**src/rtl/ccm_fmt_pkg.sv**
```systemverilog
package ccm_fmt_pkg;
  // flags byte of the initial block: no associated data, tag and field sizes
  function automatic logic [7:0] flags_init(input int tag_bytes, input int fld_bytes);
    logic [2:0] t_code;
    logic [2:0] q_code;
    t_code = 3'((tag_bytes - 2) / 2);
    q_code = 3'(fld_bytes - 1);
    return {2'b00, t_code, q_code};
  endfunction

  // flags byte of a counter block: field size only
  function automatic logic [7:0] flags_ctr(input int fld_bytes);
    return {5'b00000, 3'(fld_bytes - 1)};
  endfunction
endpackage

```
**src/rtl/ccm_nonce_store.sv**
```systemverilog
module ccm_nonce_store #(
  parameter int NB = 13
) (
  input  logic       clk,
  input  logic       rst_n,
  input  logic       load_en,
  input  logic [7:0] load_byte,
  input  logic       rot_en,
  output logic [7:0] head
);
  logic [7:0] cell_q [NB];
  logic [7:0] cell_d [NB];
  logic       upd;

  assign upd = load_en | rot_en;

  generate
    for (genvar j = 0; j < NB; j++) begin : g_cell
      if (j == NB - 1) begin : g_tail
        always_comb cell_d[j] = load_en ? load_byte : cell_q[0];
      end else begin : g_body
        always_comb cell_d[j] = cell_q[j+1];
      end
      always_ff @(posedge clk or negedge rst_n) begin
        if (!rst_n)   cell_q[j] <= '0;
        else if (upd) cell_q[j] <= cell_d[j];
      end
    end
  endgenerate

  assign head = cell_q[0];
endmodule

```
**src/rtl/ccm_block_seq.sv**
```systemverilog
module ccm_block_seq #(
  parameter int BLK   = 16,
  parameter int NB    = 13,
  parameter int CW    = 16,
  localparam int POS_W = $clog2(BLK)
) (
  input  logic             clk,
  input  logic             rst_n,
  input  logic             req_b0,
  input  logic             req_ctr,
  input  logic             msg_start,
  input  logic [CW-1:0]    plen_in,
  output logic             busy,
  output logic             is_init,
  output logic [POS_W-1:0] pos,
  output logic             last,
  output logic             rot_en,
  output logic [CW-1:0]    field
);
  logic             busy_q, busy_d;
  logic             init_q, init_d;
  logic [POS_W-1:0] pos_q, pos_d;
  logic [CW-1:0]    plen_q, plen_d;
  logic [CW-1:0]    idx_q, idx_d;
  logic             at_end;

  assign at_end = busy_q && (pos_q == POS_W'(BLK - 1));

  always_comb begin
    busy_d = busy_q;
    init_d = init_q;
    pos_d  = pos_q;
    plen_d = plen_q;
    idx_d  = idx_q;
    if (busy_q) begin
      pos_d = pos_q + POS_W'(1);
      if (at_end) begin
        busy_d = 1'b0;
        pos_d  = '0;
        if (!init_q) idx_d = idx_q + CW'(1);
      end
    end else begin
      if (msg_start) idx_d = '0;
      if (req_b0 || req_ctr) begin
        busy_d = 1'b1;
        pos_d  = '0;
        init_d = req_b0;
        if (req_b0) plen_d = plen_in;
      end
    end
  end

  always_ff @(posedge clk or negedge rst_n) begin
    if (!rst_n) begin
      busy_q <= 1'b0;
      init_q <= 1'b0;
      pos_q  <= '0;
      plen_q <= '0;
      idx_q  <= '0;
    end else begin
      busy_q <= busy_d;
      init_q <= init_d;
      pos_q  <= pos_d;
      plen_q <= plen_d;
      idx_q  <= idx_d;
    end
  end

  assign busy    = busy_q;
  assign is_init = init_q;
  assign pos     = pos_q;
  assign last    = at_end;
  assign rot_en  = busy_q && (pos_q != '0) && (int'(pos_q) <= NB);
  assign field   = init_q ? plen_q : idx_q;

  p_run_r8: assert property (@(posedge clk) disable iff (!rst_n)
    (busy_q && !at_end) |=> busy_q);
  p_last_gap_r8: assert property (@(posedge clk) disable iff (!rst_n)
    at_end |=> !busy_q);
  p_idx_inc_r6: assert property (@(posedge clk) disable iff (!rst_n)
    (at_end && !init_q) |=> idx_q == $past(idx_q) + CW'(1));
  p_idx_keep_r6: assert property (@(posedge clk) disable iff (!rst_n)
    (at_end && init_q) |=> $stable(idx_q));
  p_clear_r7: assert property (@(posedge clk) disable iff (!rst_n)
    (msg_start && !busy_q) |=> idx_q == '0);
endmodule

```
**src/rtl/ccm_block_former.sv**
```systemverilog
module ccm_block_former #(
  parameter int NONCE_BYTES = 13,
  parameter int FIELD_BYTES = 2,
  parameter int TAG_BYTES   = 4,
  localparam int BLK   = 1 + NONCE_BYTES + FIELD_BYTES,
  localparam int CW    = 8 * FIELD_BYTES,
  localparam int POS_W = $clog2(BLK)
) (
  input  logic          clk,
  input  logic          rst_n,
  input  logic [7:0]    nonce_byte,
  input  logic          nonce_load,
  input  logic          msg_start,
  input  logic [CW-1:0] plen,
  input  logic          req_b0,
  input  logic          req_ctr,
  output logic [7:0]    blk_byte,
  output logic          blk_valid,
  output logic          blk_last,
  output logic          busy
);
  import ccm_fmt_pkg::*;

  localparam logic [7:0] FLG_INIT = flags_init(TAG_BYTES, FIELD_BYTES);
  localparam logic [7:0] FLG_CTR  = flags_ctr(FIELD_BYTES);

  logic             rs_a, rs_b;
  logic             busy_w, init_w, last_w, rot_w;
  logic [POS_W-1:0] pos_w;
  logic [CW-1:0]    field_w;
  logic [7:0]       head_w;

  // reset: asserted at once, released two edges later
  always_ff @(posedge clk or negedge rst_n) begin
    if (!rst_n) begin
      rs_a <= 1'b0;
      rs_b <= 1'b0;
    end else begin
      rs_a <= 1'b1;
      rs_b <= rs_a;
    end
  end

  ccm_block_seq #(.BLK(BLK), .NB(NONCE_BYTES), .CW(CW)) u_seq (
    .clk      (clk),
    .rst_n    (rs_b),
    .req_b0   (req_b0),
    .req_ctr  (req_ctr),
    .msg_start(msg_start),
    .plen_in  (plen),
    .busy     (busy_w),
    .is_init  (init_w),
    .pos      (pos_w),
    .last     (last_w),
    .rot_en   (rot_w),
    .field    (field_w)
  );

  ccm_nonce_store #(.NB(NONCE_BYTES)) u_nonce (
    .clk      (clk),
    .rst_n    (rs_b),
    .load_en  (nonce_load && !busy_w),
    .load_byte(nonce_byte),
    .rot_en   (rot_w),
    .head     (head_w)
  );

  always_comb begin
    blk_byte = '0;
    if (pos_w == '0) begin
      blk_byte = init_w ? FLG_INIT : FLG_CTR;
    end else if (int'(pos_w) <= NONCE_BYTES) begin
      blk_byte = head_w;
    end else begin
      for (int j = 0; j < FIELD_BYTES; j++)
        if (int'(pos_w) == NONCE_BYTES + 1 + j)
          blk_byte = field_w[8*(FIELD_BYTES-1-j) +: 8];
    end
  end

  assign blk_valid = busy_w;
  assign blk_last  = last_w;
  assign busy      = busy_w;

  p_flags_r3: assert property (@(posedge clk) disable iff (!rs_b)
    $rose(blk_valid) |-> (blk_byte == FLG_INIT || blk_byte == FLG_CTR));
  p_last_valid_r8: assert property (@(posedge clk) disable iff (!rs_b)
    blk_last |-> blk_valid);
endmodule

```
**config.mk**
```make
export PLATFORM = sky130hd
export DESIGN_NAME = ccm_block_former
export DESIGN_NICKNAME = d
export VERILOG_FILES = /design/src/rtl/ccm_fmt_pkg.sv /design/src/rtl/ccm_nonce_store.sv /design/src/rtl/ccm_block_seq.sv /design/src/rtl/ccm_block_former.sv
export SDC_FILE = /design/constraint.sdc
export NUM_CORES = 1
export LEC_CHECK = 0
export ABC_AREA = 1
export ABC_CLOCK_PERIOD_IN_PS = 6550
export BUFFER_PORTS_ARGS = -buffer_cell sky130_fd_sc_hd__buf_2
export CORE_ASPECT_RATIO = 2
export CORE_MARGIN = 3
export CORE_UTILIZATION = 50
export DETAILED_ROUTE_END_ITERATION = 8
export PLACE_DENSITY = 0.71
export SYNTH_ARGS = -nofsm -noshare
export SYNTH_HDL_FRONTEND = slang
export SYNTH_SLANG_ARGS = --single-unit
```
**constraint.sdc**
```tcl
create_clock -name clk -period 6.55 [get_ports clk]
set_clock_uncertainty 0.05 [all_clocks]
set_input_delay 0.3275 -clock clk [delete_from_list [all_inputs] [get_ports clk]]
set_output_delay 0.3275 -clock clk [all_outputs]
set_load 0.02 [all_outputs]
```
### Word level (Yosys, flattened, before mapping)

Cells that the tools add are included.
Widths: inputs -> output; s select.

| word-level totals | value |
|---|---|
| bits in registers | 144 |
| output and inout port bits | 11 |

| cells by class | value |
|---|---|
| add/subtract/negate cells | 2 |
| magnitude comparators | 1 |
| equality and inequality tests | 5 |
| mux-type cells | 17 |
| bitwise gates (word level) | 2 |
| reductions and logical operators | 13 |

Operators with widths:

| cell | count |
|---|---|
| $mux 16 | 5 |
| $mux 8 | 5 |
| $add 16x1->16 const B | 1 |
| $mux 4 | 4 |
| $reduce_and 3->1 | 2 |
| $add 4x1->4 const B | 1 |
| $eq 4x1->1 const B | 1 |
| $eq 4x2->1 const B | 1 |
| $eq 4x4->1 const B | 1 |
| $le 4x4->1 const B | 1 |
| $logic_and 1x1->1 | 4 |
| $logic_not 4->1 | 1 |
| $ne 2x2->1 const B | 2 |
| $reduce_bool 2->1 | 2 |
| $reduce_bool 4->1 | 1 |
| $mux 1 | 3 |
| $reduce_and 2->1 | 1 |
| $logic_not 1->1 | 1 |
| $logic_or 1x1->1 | 1 |
| $not 1->1 | 1 |
| $or 1x1->1 | 1 |

### Logic depth before layout (Yosys ltp)

| logic depth | value |
|---|---|
| word-level depth | 5 |
| depth in mapped cells | 10 |
| depth with buffers taken out | 9 |

### Cells and area by module

From an unflattened synthesis, not the netlist that was laid out.

| second synthesis, totals | value |
|---|---|
| cell total of the unflattened synthesis | 781 |
| area total of the unflattened synthesis | 6,497.5 µm² |

Modules (own cells, without submodules):

| module | instances | cells an instance | area an instance (µm²) | seq. area each (µm²) |
|---|---|---|---|---|
| ccm_nonce_store | 1 | 466 | 4,058.9 | 2,602.5 |
| ccm_block_seq | 1 | 248 | 2,077.0 | 950.9 |
| ccm_block_former | 1 | 67 | 361.6 | 50.0 |

### Worst setup path before layout

OpenSTA, ideal clock, no wires.

| timing path | value |
|---|---|
| kind | register -> output |
| start point | register u_seq.pos_q[0], in the netlist u_seq.pos[0] |
| end point | output blk_byte[3] |
| data arrival time | 1.479 ns |
| path slack | 4.693 ns |
| cell stages (with the launch flop) | 9 |
| path through | dfrtp_1 -> ha_1 -> inv_1 -> nand2_1 -> nor2_1 -> nand2_1 -> nand3_1 -> nand3_1 -> o21ai_0 |

| between the ends | value |
|---|---|
| word-level cells in the longest chain between the ends | 5 |

RTL lines:

| item | line | RTL |
|---|---|---|
| start: declaration | ccm_block_seq.sv:22 | `logic [POS_W-1:0] pos_q, pos_d;` |
| start signal: assignment | ccm_block_seq.sv:63 | `pos_q <= pos_d;` |
| $eq 4x2->1 | ccm_block_former.sv:76 | `if (int'(pos_w) == NONCE_BYTES + 1 + j)` |
| $mux 8 (2 in a row) | ccm_block_former.sv:76 |  |
| $mux 8 | ccm_block_former.sv:72 | `end else if (int'(pos_w) <= NONCE_BYTES) begin` |
| $mux 8 (*) | ccm_block_former.sv:70 | `if (pos_w == '0) begin` |
| end: declaration | ccm_block_former.sv:17 | `output logic [7:0] blk_byte,` |

Mark *: on every way between the ends. The rest lies on a longest branch, timed or not.

### Worst setup path after layout

| timing path | value |
|---|---|
| start point | register u_seq.pos_q[0], in the netlist u_seq.pos[0] |
| end point | register u_nonce.cell_q (netlist bit u_nonce.cell_d[12]) |

| between the ends | value |
|---|---|
| word-level cells in the longest chain between the ends | 4 |

RTL lines:

| item | line | RTL |
|---|---|---|
| parallel branches: the longest is 2 deep, another holds $le 4x4->1 | -- |  |
| $logic_and 1x1->1 (*) | ccm_block_seq.sv:73 | `assign rot_en = busy_q && (pos_q != '0) && (int'(pos_q) <= NB);` |
| $or 1x1->1 (*) | ccm_nonce_store.sv:15 | `assign upd = load_en \| rot_en;` |
| end signal: indexed assignment | ccm_nonce_store.sv:26 | `else if (upd) cell_q[j] <= cell_d[j];` |
| end: declaration | ccm_nonce_store.sv:11 | `logic [7:0] cell_q [NB];` |

Every way passes the cells marked *.
A chain may end at the register's enable or synchronous reset.

==> flow_summary_export.csv <==
group,metric,value,unit
sta,min_period_over_period,53.5,%
sta,tightestPinTransition,1.02,ns
place,placed_cells,884,
pwr,power.total,0.00377,W
sta,hold_viol,0,
drt,route.detailed.drc,0,
sta,rsz0062_at_grt,"no",
setup_path,r2r_start,"u_seq.pos[0]$_DFFE_PN0P_",
pwr,vdd_drop_max,335,uV
drt,wl,13.1,mm
drt,first_pass_iters,6,
die,ioPinCount,41,
pwr,clkPwrFrac,23.6,%
drt,ant_nets,0,
synth,synth_compound_area_share,8.33,%
cts,cts_made_buffers,17,
setup_path,reg2reg_depth,8,
global_route,grt_antenna_before_repair,0,
setup_path,crit_chain,"inv_1 -> ha_1 -> nand3_2 -> nand3_4 -> nand2_4 -> buf_4 -> o211ai_1 -> o21ai_1",
die,die_area,14300,um^2
pwr,p_leak,3.62,nW
place,port_buffers,40,
setup_path,worstPathRequired,6.84,ns
cells_and_area,n_fill_cell,1075,
drt,dr_total_vias,4931,
pwr,switchingPower,0.00151,W
setup_path,ff2ff_setup_slack,3.04,ns
setup_path,crit_end,"u_nonce.cell_d[12]$_DFFE_PN0P_",
cts,htreeDepth,4,
synth,synth_fa_ha_area_share,0.975,%
sta,slew_headroom,32.1,%
pwr,powerDensity,527,nW/um^2
cts,clock_sinks,144,
cts,clockRootBuffer,"clkbuf_16",
setup_path,worstSetupStartpointType,"register",
setup_path,slowest_delay,1.00,ns
global_route,grt_usage,19.2,%
synth,synth-simple-area-share,24.2,%
synth,syn_inst,733,
synth,synth_xor_area_share,0.137,%
drt,wl_per_cell,14.3,um
die,initial_utilization,52.0,%
sta,setup_viol,0,
cells_and_area,n_antenna_cell,0,
global_route,grt-ovfl-total,0,
setup_path,cp-startpoint,"u_seq.pos[0]$_DFFE_PN0P_",
setup_path,end_kind,"register",
synth,yosys-mux-area-fraction,2.81,%
synth,synth_top_family_by_area,"simple AND/OR/NAND/NOR gates",
synth,syn_avg_cell_area,8.75,um^2
global_route,grt_pass1_vias,4872,
place,gp_congestion,0.919,
run,cap_violations,0,
worst_hold_path,hp-class,"input pin to register",
global_route,grt_max_degree,108,
pwr,pwr-share-comb,35.8,%
setup_path,cp_max_fo,107,
sta,worst_slack,3.04,ns
cells_and_area,utilization,58.1,%
synth,ys_warn_count,0,
cells_and_area,layout.nets,792,
drt,drt_iter0_markers,319,
die,std_cell_rows,57,
global_route,grt_pass1_wl,22.0,mm
cts,cts_tree,"built",
cts,clk-insertion-delay-late,0.41,ns
sta,drv_slew,0,
cells_and_area,layout-drive-gt1-share,13.5,%
drt,viasPerCell,5.38,
die,coreArea,12300,um^2
place,place_hpwl,8.73,mm
cts,ctsLongestPathBuffers,2,
sta,max_freq,285,MHz
sta,finalCriticalPeriod,3.51,ns
sta,fin_setup_tns,0,ns
cells_and_area,area_growth,11.7,%
pwr,seqPwrFrac,40.7,%
cts,cts_resized,0,
synth,synth_area,6410,um^2
setup_path,r2r_end,"u_nonce.cell_d[12]$_DFFE_PN0P_",
synth,synth_fp_nets,768,
die,dieWidth,86.1,um
pwr,p_int,0.00226,W
synth,synth.distinct_cells,27,
cts,clk_pin_slew,0.06,ns
setup_path,critPathKind,"register to register",
die,die_h,166,um
cells_and_area,instances_no_fill,917,
outcome,outcome,"complete, no violations",
setup_path,cp_slowest_cell,"nand2_4",
synth,synth_seq_cells,144,
pwr,switching_share,40.1,%
place,place_ws,3.07,ns
synth,yosysSeqAreaShare,56.2,%
setup_path,worst_ep_arrival_time,3.79,ns
[power by group through the flow]
stage,combinational [W],sequential [W],clock [W]
6_report,0.00135,0.00153,0.000889
5_1_grt,0.00156,0.00158,0.000950
4_1_cts,0.00137,0.00153,0.000907
3_5_place_dp,0.00136,0.00154,0
3_3_place_gp,0.00130,0.00153,0
2_1_floorplan,0.00118,0.00146,0
[sequential cells by signal (all words and copies together), names as in the netlist]
name	flops
u_seq.plen_q	16
u_seq.busy	1
u_nonce.cell_d	96
u_seq.is_init	1
u_nonce.head	8
u_seq.pos	4
rs_a	1
u_seq.idx_q	16
rs_b	1
[stage by stage]
| step | hold WS (ns) | area (um^2) |
|---|---|---|
| after CTS | 0.0879 | 7170 |
| after global routing | 0.0867 | 7170 |
| after detailed placement | 0.0641 | 6610 |
| after global placement | 0.0621 | 6610 |
| after floorplan | -0.0181 | 6410 |
| final | 0.0961 | 7170 |
[worst max-delay path, delay by kind of cell, from the launching register on]
kind	cells	cell delay [ns]
compound gates	2	0.24
fa+ha+maj	1	0.23
buf+inv	2	0.60
flops	1	0.44
simple gates	3	1.75
[worst min path at each step]
stage,startpoint,to,slack (ns),depth (start not counted)
after global routing,plen[11],u_seq.plen_q[11]$_DFFE_PN0P_,0.09,2
after CTS,plen[12],u_seq.plen_q[12]$_DFFE_PN0P_,0.09,2
after detailed placement,rst_n,rs_b$_DFF_PN0_,0.06,1
final,plen[12],u_seq.plen_q[12]$_DFFE_PN0P_,0.1,2
after global placement,rst_n,rs_a$_DFF_PN0_,0.06,1
after floorplan,rst_n,rs_a$_DFF_PN0_,-0.02,0
[kinds of logic after synthesis]
family                   after synthesis
multiplexers                          16
AND/OR/NAND/NOR                      366
buffers and inverters                103
other                                  1
flip-flops                           144
AO/OA/AOI/OAI                         97
adder cells (fa/ha/maj)                5
XOR/XNOR                               1
[cells in the final DEF (no fill, tap or decap), drive strengths merged]
master | netlist | final
nand3 | 85 | 85
mux2 | 16 | 16
buf | 26 | 44
nor2 | 45 | 45
nand4 | 8 | 8
clkinvlp | 0 | 5
nand2 | 224 | 224
conb | 1 | 1
o22ai | 1 | 1
inv | 63 | 64
dlygate4sd3 | 0 | 1
dfrtp | 144 | 144
ha | 5 | 5
o31ai | 1 | 1
xor2 | 1 | 1
o211ai | 18 | 18
nor3 | 3 | 3
clkinv | 0 | 5
a21oi | 26 | 26
bufinv | 0 | 1
clkbuf | 14 | 20
or2 | 1 | 1
o21ai | 51 | 51
[cells in the mapped netlist]
master / number / area share [%]
conb_1: 1 / 0.058
inv_1: 62 / 3.6
o21ai_1: 15 / 1.2
nand4_1: 8 / 0.78
ha_1: 5 / 0.98
inv_2: 1 / 0.058
clkbuf_1: 14 / 0.82
nand3_2: 1 / 0.16
xor2_1: 1 / 0.14
dfrtp_1: 144 / 56
nor3_1: 3 / 0.23
o211ai_1: 18 / 2.1
nor2_1: 44 / 2.6
nand2_2: 8 / 0.78
buf_2: 10 / 0.78
o22ai_1: 1 / 0.098
buf_6: 3 / 0.53
nand2_1: 216 / 13
o31ai_1: 1 / 0.12
nand3_1: 83 / 6.5
or2_2: 1 / 0.098
mux2_2: 16 / 2.8
buf_4: 13 / 1.5
o21ai_0: 36 / 2.8
nor2_4: 1 / 0.18
nand3_4: 1 / 0.27
a21oi_1: 26 / 2.0
[layer usage]
layer  vias up  part of all wire, %  track usage, %
li1       2412                    -               -
met1      2355                   39            22.3
met2       124                   51            31.1
met3        40                  4.1            4.22
met4         0                  5.6            12.8
met5         -                    0               0
[timing repair]
item / in CTS / in global routing
endpoints found under the hold margin: 2 / 0
hold buffers: 1 / 0
setup endpoints to repair: 0 / 0
setup buffers: 0 / 0
[area by class of cell]
| cell class | count | area, um^2 | area share [%] |
|---|---|---|---|
| multi-input cells | 486 | 2350 | 32.8 |
| repair buffers | 45 | 240 | 3.35 |
| inverters | 63 | 236 | 3.30 |
| flip-flops and latches | 144 | 3610 | 50.3 |
| clock buffers | 20 | 437 | 6.09 |
| clock inverters | 12 | 113 | 1.57 |
| well taps | 147 | 184 | 2.57 |
No activity file was read; power rests on OpenSTA's default activity.
